===== src/rtl/sc_tx_pkg.sv =====
package sc_tx_pkg;
  typedef enum logic { ST_IDLE, ST_SEND } tx_state_t;
  localparam int unsigned BYTE_W     = 8;
  localparam int unsigned IDX_W      = 4;
  localparam int unsigned SAMPLE_ETU = 11;
  localparam int unsigned LAST_ETU   = 13;
endpackage


===== src/rtl/sc_etu_timer.sv =====
module sc_etu_timer
  import sc_tx_pkg::*;
#(
  parameter int unsigned DIV_W = 8
) (
  input  logic             clk,
  input  logic             rst_n,
  input  logic             load,
  input  logic [DIV_W-1:0] div_in,
  input  logic             run,
  input  logic             restart,
  output logic [IDX_W-1:0] etu_idx,
  output logic             at_sample,
  output logic             at_end
);
  logic [DIV_W-1:0] div_q;
  logic [DIV_W-1:0] cnt_q;
  logic [IDX_W-1:0] idx_q;
  logic             last_cyc;

  assign last_cyc  = (cnt_q == div_q - 1'b1);
  assign etu_idx   = idx_q;
  assign at_sample = run && (idx_q == IDX_W'(SAMPLE_ETU)) && (cnt_q == '0);
  assign at_end    = run && (idx_q == IDX_W'(LAST_ETU)) && last_cyc;

  always_ff @(posedge clk) begin
    if (!rst_n) begin
      div_q <= '0;
      cnt_q <= '0;
      idx_q <= '0;
    end else begin
      if (load) div_q <= div_in;
      if (restart) begin
        cnt_q <= '0;
        idx_q <= '0;
      end else if (run) begin
        if (last_cyc) begin
          cnt_q <= '0;
          idx_q <= idx_q + 1'b1;
        end else begin
          cnt_q <= cnt_q + 1'b1;
        end
      end
    end
  end

  // the cycle counter never runs past the captured bit period
  p_cnt_bound_r3: assert property (@(posedge clk) disable iff (!rst_n)
    (run && !$past(load)) |-> (cnt_q < div_q));

  // the slot index never leaves the 14-slot frame
  p_idx_bound_r5: assert property (@(posedge clk) disable iff (!rst_n)
    run |-> (idx_q <= IDX_W'(LAST_ETU)));
endmodule


===== src/rtl/sc_frame_reg.sv =====
module sc_frame_reg
  import sc_tx_pkg::*;
(
  input  logic              clk,
  input  logic              rst_n,
  input  logic              load,
  input  logic [BYTE_W-1:0] data_in,
  input  logic              active,
  input  logic [IDX_W-1:0]  etu_idx,
  output logic              drive_low
);
  localparam int unsigned SLOTS = 1 << IDX_W;
  localparam int unsigned PAD   = SLOTS - BYTE_W - 2;

  logic [BYTE_W-1:0] byte_q;
  logic [SLOTS-1:0]  line_pattern;

  always_ff @(posedge clk) begin
    if (!rst_n) byte_q <= '0;
    else if (load) byte_q <= data_in;
  end

  // slot 0 start (0), slots 1..8 data LSB first, slot 9 even parity, rest released (1)
  assign line_pattern = {{PAD{1'b1}}, ^byte_q, byte_q, 1'b0};
  assign drive_low    = active && !line_pattern[etu_idx];

  // the start slot always pulls the line low
  p_start_low_r3: assert property (@(posedge clk) disable iff (!rst_n)
    (active && etu_idx == '0) |-> drive_low);
endmodule


===== src/rtl/sc_retry_ctr.sv =====
module sc_retry_ctr #(
  parameter int unsigned RETRY_W = 3
) (
  input  logic               clk,
  input  logic               rst_n,
  input  logic               load,
  input  logic [RETRY_W-1:0] max_in,
  input  logic               bump,
  output logic               may_retry
);
  logic [RETRY_W-1:0] max_q;
  logic [RETRY_W-1:0] used_q;

  assign may_retry = (used_q < max_q);

  always_ff @(posedge clk) begin
    if (!rst_n) begin
      max_q  <= '0;
      used_q <= '0;
    end else if (load) begin
      max_q  <= max_in;
      used_q <= '0;
    end else if (bump) begin
      used_q <= used_q + 1'b1;
    end
  end

  // resends never exceed the captured limit
  p_retry_bound_r9: assert property (@(posedge clk) disable iff (!rst_n)
    used_q <= max_q);
endmodule


===== src/rtl/sc_char_tx.sv =====
module sc_char_tx
  import sc_tx_pkg::*;
#(
  parameter int unsigned DIV_W   = 8,
  parameter int unsigned RETRY_W = 3
) (
  input  logic               clk,
  input  logic               rst_n,
  input  logic [DIV_W-1:0]   cfg_etu_div,
  input  logic [RETRY_W-1:0] cfg_max_retry,
  input  logic               in_valid,
  output logic               in_ready,
  input  logic [BYTE_W-1:0]  in_data,
  input  logic               line_in,
  output logic               line_drive_low,
  output logic               done_pulse,
  output logic               retry_pulse,
  output logic               fail_pulse
);
  tx_state_t        state_q;
  logic             accept, run, restart, resend;
  logic             at_sample, at_end, may_retry;
  logic             err_q;
  logic [IDX_W-1:0] etu_idx;

  assign in_ready = (state_q == ST_IDLE);
  assign accept   = in_valid && in_ready;
  assign run      = (state_q == ST_SEND);
  assign resend   = at_end && err_q && may_retry;
  assign restart  = accept || resend;

  sc_etu_timer #(.DIV_W(DIV_W)) u_timer (
    .clk(clk), .rst_n(rst_n), .load(accept), .div_in(cfg_etu_div),
    .run(run), .restart(restart), .etu_idx(etu_idx),
    .at_sample(at_sample), .at_end(at_end)
  );

  sc_frame_reg u_frame (
    .clk(clk), .rst_n(rst_n), .load(accept), .data_in(in_data),
    .active(run), .etu_idx(etu_idx), .drive_low(line_drive_low)
  );

  sc_retry_ctr #(.RETRY_W(RETRY_W)) u_retry (
    .clk(clk), .rst_n(rst_n), .load(accept), .max_in(cfg_max_retry),
    .bump(resend), .may_retry(may_retry)
  );

  always_ff @(posedge clk) begin
    if (!rst_n) begin
      state_q     <= ST_IDLE;
      err_q       <= 1'b0;
      done_pulse  <= 1'b0;
      retry_pulse <= 1'b0;
      fail_pulse  <= 1'b0;
    end else begin
      done_pulse  <= 1'b0;
      retry_pulse <= 1'b0;
      fail_pulse  <= 1'b0;
      if (restart)        err_q <= 1'b0;
      else if (at_sample) err_q <= !line_in;
      if (accept) state_q <= ST_SEND;
      if (at_end) begin
        if (!err_q) begin
          done_pulse <= 1'b1;
          state_q    <= ST_IDLE;
        end else if (may_retry) begin
          retry_pulse <= 1'b1;
        end else begin
          fail_pulse <= 1'b1;
          state_q    <= ST_IDLE;
        end
      end
    end
  end

  // status pulses are mutually exclusive
  p_pulse_excl_r9: assert property (@(posedge clk) disable iff (!rst_n)
    $onehot0({done_pulse, retry_pulse, fail_pulse}));
  // acceptance removes ready on the next cycle
  p_accept_busy_r2: assert property (@(posedge clk) disable iff (!rst_n)
    (in_valid && in_ready) |=> !in_ready);
  // the start bit follows acceptance at once
  p_accept_start_r3: assert property (@(posedge clk) disable iff (!rst_n)
    (in_valid && in_ready) |=> line_drive_low);
  // a resend begins with its start bit in the pulse cycle
  p_retry_start_r8: assert property (@(posedge clk) disable iff (!rst_n)
    retry_pulse |-> (line_drive_low && !in_ready));
  // delivery leaves the block ready with the line released
  p_done_ready_r7: assert property (@(posedge clk) disable iff (!rst_n)
    done_pulse |-> (in_ready && !line_drive_low));
  // a dropped byte leaves the block ready with the line released
  p_fail_ready_r9: assert property (@(posedge clk) disable iff (!rst_n)
    fail_pulse |-> (in_ready && !line_drive_low));
endmodule


===== config.mk =====
export PLATFORM = sky130hd
export DESIGN_NAME = sc_char_tx
export DESIGN_NICKNAME = d
export VERILOG_FILES = /design/src/rtl/sc_tx_pkg.sv /design/src/rtl/sc_etu_timer.sv /design/src/rtl/sc_frame_reg.sv /design/src/rtl/sc_retry_ctr.sv /design/src/rtl/sc_char_tx.sv
export SDC_FILE = /design/constraint.sdc
export NUM_CORES = 1
export LEC_CHECK = 0
export BUFFER_PORTS_ARGS = -buffer_cell sky130_fd_sc_hd__clkbuf_2
export CELL_PAD_IN_SITES_DETAIL_PLACEMENT = 0
export CELL_PAD_IN_SITES_GLOBAL_PLACEMENT = 1
export CORE_ASPECT_RATIO = 1.4
export CORE_MARGIN = 2
export CORE_UTILIZATION = 34
export DETAILED_ROUTE_END_ITERATION = 12
export PLACE_DENSITY = 0.72
export SLEW_MARGIN = 5
export SYNTH_ARGS = -nofsm -noshare
export SYNTH_HDL_FRONTEND = slang
export SYNTH_SLANG_ARGS = --single-unit
export TNS_END_PERCENT = 1

===== constraint.sdc =====
create_clock -name clk -period 2.3 [get_ports clk]
set_input_delay 0.46 -clock clk [delete_from_list [all_inputs] [get_ports clk]]
set_output_delay 0.46 -clock clk [all_outputs]
set_load 0.05 [all_outputs]

==> impl_metrics.toml, run 1 <==
[outcome]
outcome = "complete, but fails checks"
failed_checks = "setup timing"

[timing]
rsz0062_at_grt = "true"
max_freq_mhz = 416
drv_slew = 0
fin_worst_skew_ns = 0.00772
timing.final.crit_share_pct = 105
worst_pin_slew_ns = 0.449
setup_slack_ns = -0.106
slew_headroom_pct = 70.0
setup_violations = 15
finalSetupTns_ns = -0.859
min_period_ns = 2.41
hold_violations = 0

[logic_synthesis]
synth_ff_type = "dfxtp_1"
synthesis.area_um2 = 2020
synth_common_cells = "nand2_1, dfxtp_1, a21boi_0"
synth_edf_count = 0
avgSynthCellArea_um2 = 8.38
ys_async_sr_fraction_pct = 0
synth-seq-area-share_pct = 38.7
ys_types = 40
synthesis.nets = 272
netlist.area_leader.share_pct = 38.7
synth-seq-cells = 39
ys_warn_count = 0
netlist_instances = 241
ys_top_cells_by_area = "dfxtp_1, nand2_1, a21boi_0, xnor2_1, ha_1"
synth_top_area_cell = "dfxtp_1"
yosysMostFrequentCell = "nand2_1"

[final_layout]
diodes = 0
final_util_pct = 46.1
final_cells = 363
drive_gt1_share_pct = 29.4
nets = 323
area_growth_pct = 32.0

[clock_tree]
cts_buffers = 5
cts_num_sinks = 39
cts_htree_levels = 2
clock_latency_ns = 0.29
cts.clk_slew.worst_paths_ns = 0.08
tritoncts = "done"
clockBufferDepth = 2
cts_root_buffer = "clkbuf_8"

[worst_setup_path]
arrival_ns = 2.63
start_kind = "flip-flop"
crit_required_ns = 2.52
r2r-start = "u_timer.div_q[2]"
critPathMaxStageDelay_ns = 0.55
reg2reg_to = "u_retry.used_q[2]"
path_class = "flip-flop to flip-flop"
r2r_setup_slack_ns = -0.11
cp-startpoint = "u_timer.div_q[2]"
cp-end-kind = "flip-flop"
cp_slowest_cell = "or4_4"
endpoint = "u_retry.used_q[2]"
path_cells = "or4_4, or2_4, nor4_4, buf_4, o211ai_4, or4_1, a21oi_1"
cp_max_fo = 6
r2r_cells = 7

[floorplanning]
start_util_pct = 34.9
dieArea_um2 = 6580
io_pins = 28
die_h_um = 95.2
die_w_um = 69.1
core_area_um2 = 5780
rows = 33

[placement]
io_buffers = 27
placedCellCount = 351
hpwl_um = 3510
preCtsSetupSlack_ns = -0.212
gp_congestion = 0.832

[hold_path]
hold_path.class = "input port to flip-flop"
hold_depth = 3

[global_routing]
grt.overflow.total = 0
grt_pass1_vias = 1800
grt_start_max_net_pins = 25
antenna_found_initial = 0
grt_pass1_wl_um = 8450
grt_usage_pct = 16.5

[routing]
drc_errors = 0
drtIter0Drc = 65
drt-pass1-iter-count = 4
vias = 1806
avgRoutedWirePerCell_um = 13.4
finalWirelength_um = 4870
vias_per_cell = 4.98
ant_nets = 0

[job]
cap_violations = 0

[power_and_ir_drop]
vdd_drop_max_mv = 0.339
leakage_nw = 1.07
power_density_nw_per_um2 = 615
[layout by cell type, fill, tap and decap left out, types with 7 or more instances in the layout]
master    instances
dfxtp_1          29
nand3_1           7
xnor2_1          13
nor2_1           14
ha_1              8
clkbuf_2         26
a21oi_1           8
dfxtp_2          10
xor2_1            7
buf_4            23
inv_1            11
nand2_1          50
a21boi_0         19
[timing repair]
action,4_1_cts,5_1_grt
hold buffers,0,0
resized for setup,20,11
buffers inserted,3,1
pin swaps,9,2
setup endpoints to repair,16,18
[stage by stage]
stage,hold slack (ns),instance area (um2),power [mW]
floorplan,0.443,2020,0.860
global placement,0.462,2380,0.935
detailed placement,0.471,2380,0.938
CTS,0.384,2610,1.64
global route,0.397,2670,1.72
finish,0.386,2670,1.64
[per-layer routing]
layer	part of all wire, %	up-vias	track usage, %
met3	2.8	8	3.38
met2	55	26	31.3
li1	-	920	-
met5	0	-	0
met1	39	852	17.3
met4	2.4	0	7.68
[final cells by class]
cell class / count / area (um2)
fill: 611 / 3120
multi-input combinational: 182 / 1260
sequential: 39 / 793
timing repair buffer: 53 / 350
tap: 70 / 87.6
clock buffer: 6 / 72.6
clock inverter: 2 / 60.1
inverter: 11 / 41.3
[critical path, delay by kind of cell, from the launching register on]
kind	cells	cell delay, ns
DFF	1	0.32
buffers and inverters	1	0.16
and+or+nand+nor	4	1.61
AOI/OAI and AO/OA	2	0.24
[sequential cells by signal, summed over array words and instances (netlist names)]
name,cells
u_frame.byte_q,8
u_timer.cnt_q,8
u_timer.div_q,8
u_timer.etu_idx,4
u_retry.max_q,3
u_retry.used_q,3
done_pulse,1
err_q,1
fail_pulse,1
retry_pulse,1
run,1
[kinds of logic (layout without fill, tap and decap cells)]
| group | count (synthesis) | count (layout) | share of synthesized area, % |
|---|---|---|---|
| flip-flops | 39 | 39 | 38.7 |
| AO/OA/AOI/OAI | 45 | 45 | 15.6 |
| AND/OR/NAND/NOR | 101 | 101 | 23.4 |
| buffers and inverters | 20 | 72 | 3.72 |
| multiplexers | 3 | 3 | 2.17 |
| XOR/XNOR | 25 | 25 | 11.5 |
| adder cells (fa/ha/maj) | 8 | 8 | 4.96 |
[where the power goes]
group / internal (mW) / leakage, nW / switching (mW)
logic: 0.120 / 0.679 / 0.121
registers: 0.698 / 0.322 / 0.0208
clock network: 0.434 / 0.0654 / 0.246
total: 1.25 / 1.07 / 0.387
[how the worst min path moves through the flow]
stage                                 from                end  slack [ns]
after floorplan           u_retry.max_q[1]   u_retry.max_q[1]        0.44
after global placement    u_retry.max_q[0]   u_retry.max_q[0]        0.46
after detailed placement  u_retry.max_q[0]   u_retry.max_q[0]        0.47
after CTS                   cfg_etu_div[4]   u_timer.div_q[4]        0.38
after global routing            in_data[6]  u_frame.byte_q[6]        0.40
final                       cfg_etu_div[4]   u_timer.div_q[4]        0.39
No activity file was read; power rests on OpenSTA's default activity.
==> run 2, diff against run 1 <==
ABC_AREA = 1   (was default)
CORE_ASPECT_RATIO = 0.7   (was 1.4)
PLACE_DENSITY = 0.74   (was 0.72)
==> impl_metrics.toml, run 2 <==
[final_layout]
layout_common_cells = "nor2_1, nand2_1, dfxtp_1"
top_regs = "u_frame.byte_q x8, u_timer.cnt_q x8, u_timer.div_q x8"
nFillCells = 665
final_util_pct = 40.5
multi_input_area_um2 = 1210
drive_gt1_share_pct = 16.6
area_growth_pct = 16.4
nets = 368
finish.instance_area_um2 = 2510
layout_commonest_cell = "nor2_1"
final_cells = 416
seq_area_um2 = 782
diodes = 0

[routing]
vias_per_cell = 4.74
finalWirelength_um = 5180
vias = 1973
drtIter0Drc = 90
drt-pass1-iter-count = 5
ant_nets = 0
drc_errors = 0
avgRoutedWirePerCell_um = 12.4

[timing]
min_period_ns = 2.13
max_freq_mhz = 469
rsz0062_at_grt = "false"
slew_headroom_pct = 62.8
timing.final.crit_share_pct = 92.8
setup_violations = 0
drv_slew = 0
finalSetupTns_ns = 0
fin_worst_skew_ns = 0.00674
setup_slack_ns = 0.167
hold_violations = 0
worst_pin_slew_ns = 0.554

[logic_synthesis]
synth-seq-area-share_pct = 36.2
netlist.area_leader.share_pct = 36.2
avgSynthCellArea_um2 = 7.02
synthesis.nets = 338
synth-seq-cells = 39
synthesis.area_um2 = 2150
ys_types = 29
synth_common_cells = "nor2_1, nand2_1, dfxtp_1"
yosysMostFrequentCell = "nor2_1"
ys_warn_count = 0
ys_async_sr_fraction_pct = 0
netlist_instances = 307
synth_edf_count = 0
ys_top_cells_by_area = "dfxtp_1, nor2_1, nand2_1, xor2_1, o21ai_0"
synth_ff_type = "dfxtp_1"
synth_top_area_cell = "dfxtp_1"

[hold_path]
hold_depth = 3
min_to = "u_retry.max_q[0]"
hold_path.class = "input port to flip-flop"
hold_start = "cfg_max_retry[0]"

[clock_tree]
cts.clk_slew.worst_paths_ns = 0.08
clockBufferDepth = 2
cts_num_sinks = 39
clock_latency_ns = 0.29
tritoncts = "done"
cts_resized = 1
cts_root_buffer = "clkbuf_8"
cts_buffers = 5
hold_buffers = 0
cts_setup_buffers = 0
cts_htree_levels = 2

[outcome]
outcome = "finished clean"

[floorplanning]
start_util_pct = 34.8
die_w_um = 99.1
core_area_um2 = 6190
io_pins = 28
rows = 24
dieArea_um2 = 7000
die_h_um = 70.6

[worst_setup_path]
cp_max_fo = 3
arrival_ns = 1.67
r2r_cells = 14
reg2reg_to = "done_pulse"
path_class = "flip-flop to output port"
start_kind = "flip-flop"
r2r_setup_slack_ns = 0.31
r2r-start = "u_timer.div_q[0]"
cp-end-kind = "output port"
crit_required_ns = 1.84

[placement]
hpwl_um = 4010
placedCellCount = 408
io_buffers = 27
preCtsSetupSlack_ns = 0.295
placed_area_um2 = 2380
gp_congestion = 0.793

[power_and_ir_drop]
internal_power_mw = 1.16
power_frac_seq_pct = 45.9
swShare_pct = 27.4
leakage_nw = 1.11
pwr-share-clk_pct = 37.9
combPwrFrac_pct = 16.2
p_sw_uw = 438
vdd_drop_max_mv = 0.347
power_density_nw_per_um2 = 637

[job]
cap_violations = 0

[global_routing]
antenna_found_initial = 0
grt_pass1_wl_um = 9000
grt_usage_pct = 16.4
grt_pass1_vias = 1790
grt.overflow.total = 0
grt_start_max_net_pins = 25
-- run 2: per-stage QoR --
step | power [mW] | hold slack (ns)
after floorplan | 0.932 | 0.433
after global placement | 1.01 | 0.450
after detailed placement | 1.01 | 0.458
after CTS | 1.62 | 0.379
after global routing | 1.70 | 0.387
final | 1.60 | 0.389
-- run 2: how the worst max path moves through the flow --
stage / from / end / slack (ns) / depth (start not counted)
floorplan: u_timer.etu_idx[0] / line_drive_low / 0.12 / 7
global placement: u_timer.etu_idx[0] / line_drive_low / 0.30 / 7
detailed placement: u_timer.div_q[0] / done_pulse / 0.29 / 14
CTS: u_frame.byte_q[5] / line_drive_low / 0.10 / 7
global route: u_frame.byte_q[4] / line_drive_low / 0.02 / 7
finish: u_frame.byte_q[5] / line_drive_low / 0.17 / 7
-- run 2: metal layers --
| layer | vias up | routed length [um] | part of all wire (%) | track usage [%] |
|---|---|---|---|---|
| li1 | 1055 | - | - | - |
| met1 | 869 | 2990 | 58 | 26.5 |
| met2 | 45 | 1910 | 37 | 21.4 |
| met3 | 4 | 248 | 4.8 | 3.85 |
| met4 | 0 | 31 | 0.60 | 3.65 |
| met5 | - | 0 | 0 | 0 |
-- run 2: logic make-up after synthesis --
group                      Yosys count  share of synthesized area, %
buffers and inverters               41                          7.67
xor gates and xnor gates            19                          7.72
adders and majority gates            8                          4.65
and+or+nand+nor                    153                          32.2
AOI/OAI and AO/OA                   47                          11.6
DFF                                 39                          36.2
-- run 2: power by group through the flow --
stage	registers [mW]	logic, mW	clock network (mW)
after floorplan	0.738	0.194	0
after global placement	0.749	0.258	0
after detailed placement	0.749	0.258	0
after CTS	0.733	0.259	0.626
after global routing	0.738	0.300	0.663
final	0.733	0.259	0.604
-- run 2: layout make-up --
| class | instances | area share, % |
|---|---|---|
| Clock buffer | 6 | 3.29 |
| Clock inverter | 2 | 1.55 |
| Inverter | 32 | 4.79 |
| Multi-Input combinational cell | 227 | 48.3 |
| Sequential cell | 39 | 31.2 |
| Tap cell | 78 | 3.89 |
| Timing Repair Buffer | 32 | 6.99 |
-- run 2: worst max-delay path, stage by stage, from the launching register on --
cell      delay, ns
dfxtp_1        0.43
xor2_1         0.20
xnor2_1        0.15
nand2_1        0.07
nand2_1        0.06
o211ai_1       0.08
a21oi_1        0.14
clkbuf_4       0.25
==> run 3, diff against run 2 <==
BUFFER_PORTS_ARGS = default   (was -buffer_cell sky130_fd_sc_hd__clkbuf_2)
DONT_BUFFER_PORTS = 1   (was default)
PLACE_DENSITY = 0.68   (was 0.74)
==> impl_metrics.toml, run 3 (synthesis gave the netlist of run 2 again) <==
[timing]
max_freq_mhz = 476
slew_headroom_pct = 57.0
timing.final.crit_share_pct = 91.4
setup_slack_ns = 0.197
fin_worst_skew_ns = 0.00682
hold_violations = 0
setup_violations = 0
min_period_ns = 2.10
whs_ns = 0.298
worst_pin_slew_ns = 0.642
drv_slew = 0
rsz0062_at_grt = "true"

[worst_setup_path]
arrival_ns = 1.64
cp_slowest_cell = "dfxtp_2"
start_kind = "flip-flop"
r2r_cells = 13
crit_required_ns = 1.84
cp_max_fo = 10
cp-end-kind = "output port"
path_class = "flip-flop to output port"
path_cells = "inv_1, o21ai_0, o22ai_1, nand2_1, o211ai_1, a21oi_1, buf_4"
critPathMaxStageDelay_ns = 0.44

[clock_tree]
tritoncts = "done"
cts_root_buffer = "clkbuf_8"
cts_resized = 0
cts_setup_buffers = 0
hold_buffers = 0
cts_num_sinks = 39
cts_buffers = 5
cts_htree_levels = 2
cts.clk_slew.worst_paths_ns = 0.09
clockBufferDepth = 2
clock_latency_ns = 0.29

[job]
cap_violations = 0

[routing]
drtIter0Drc = 74
vias = 1820
avgRoutedWirePerCell_um = 13.0
drt-pass1-iter-count = 6
finalWirelength_um = 5050
drc_errors = 0
route.met3.wl_um = 259
ant_nets = 0
vias_per_cell = 4.68
routed.top_layer = "met4"
drt-met1-wl_um = 2890
dr_wl_met2_um = 1880

[outcome]
outcome = "finished clean"

[final_layout]
nets = 341
seq_area_um2 = 782
top_regs = "u_frame.byte_q x8, u_timer.cnt_q x8, u_timer.div_q x8"
diodes = 0
layout_common_cells = "nor2_1, nand2_1, dfxtp_1"
nFillCells = 661
layout_commonest_cell = "nor2_1"
drive_gt1_share_pct = 9.00
multi_input_area_um2 = 1210
area_growth_pct = 9.58
finish.instance_area_um2 = 2360

[placement]
gp_congestion = 0.802
placed_area_um2 = 2240
hpwl_um = 3890
io_buffers = 0
preCtsSetupSlack_ns = 0.226

[global_routing]
grt_pass1_wl_um = 8400
grt_pass1_vias = 1664
grt.overflow.total = 0
antenna_found_initial = 0
grt_start_max_net_pins = 25
grt_usage_pct = 15.2

[floorplanning]
rows = 24
die_w_um = 99.1
core_area_um2 = 6190
start_util_pct = 34.8
io_pins = 28
dieArea_um2 = 7000
die_h_um = 70.6

[power_and_ir_drop]
vdd_drop_max_mv = 0.259
leakage_nw = 0.991
power.total_mw = 1.56
power_density_nw_per_um2 = 662

[hold_path]
hold_depth = 2
hold_path.class = "input port to flip-flop"
## run 3: changes by cell type in the layout (fill, tap and decap cells not counted)
cell        before  now
clkbuf_2        26    0
clkbuf_4         1    0
clkbuf_8         6    5
clkinvlp_4       0    1
ha_1             7    8
ha_2             1    0
## run 3: worst paths after layout
path	from	end	slack, ns
hold reg to reg	u_retry.max_q[2]	u_retry.max_q[2]	0.46
setup / recovery	u_timer.etu_idx[0]	line_drive_low	0.20
setup reg to reg	u_timer.div_q[0]	u_timer.etu_idx[2]	0.21
hold / removal	in_data[2]	u_frame.byte_q[2]	0.30
## run 3: cell type report
type                    count  share of cell area [%]
inverters                  32                    5.09
well taps                  78                    4.13
clock inverters             3                    1.96
repair buffers              5                    1.59
clock buffers               5                    2.91
multi-input cells         227                    51.2
flip-flops and latches     39                    33.1
## run 3: power by group
| part | total, mW | internal, mW | switching, mW |
|---|---|---|---|
| combinational | 0.233 | 0.0847 | 0.149 |
| clock | 0.597 | 0.327 | 0.270 |
| sequential | 0.731 | 0.704 | 0.0274 |
## run 3: worst max-delay path, delay by kind of cell, from the launching register on
family	cells	cell delay (ns)
AO/OA/AOI/OAI	4	0.51
AND/OR/NAND/NOR	1	0.06
buffers and inverters	2	0.33
flip-flops	1	0.44
## run 3: metal layers
| metal | vias to the layer above | GRT usage, % |
|---|---|---|
| li1 | 999 | - |
| met1 | 784 | 25.3 |
| met2 | 35 | 19.2 |
| met3 | 2 | 3.46 |
| met4 | 0 | 3.65 |
| met5 | - | 0 |
## run 3: through the flow
stage                     setup TNS (ns)  cells  utilization [%]
after global routing             -0.0980    389             38.2
final                                  0    389             38.2
after CTS                              0    389             38.1
after floorplan                        0    307                -
after global placement                 0    381             36.3
after detailed placement               0    381             36.3
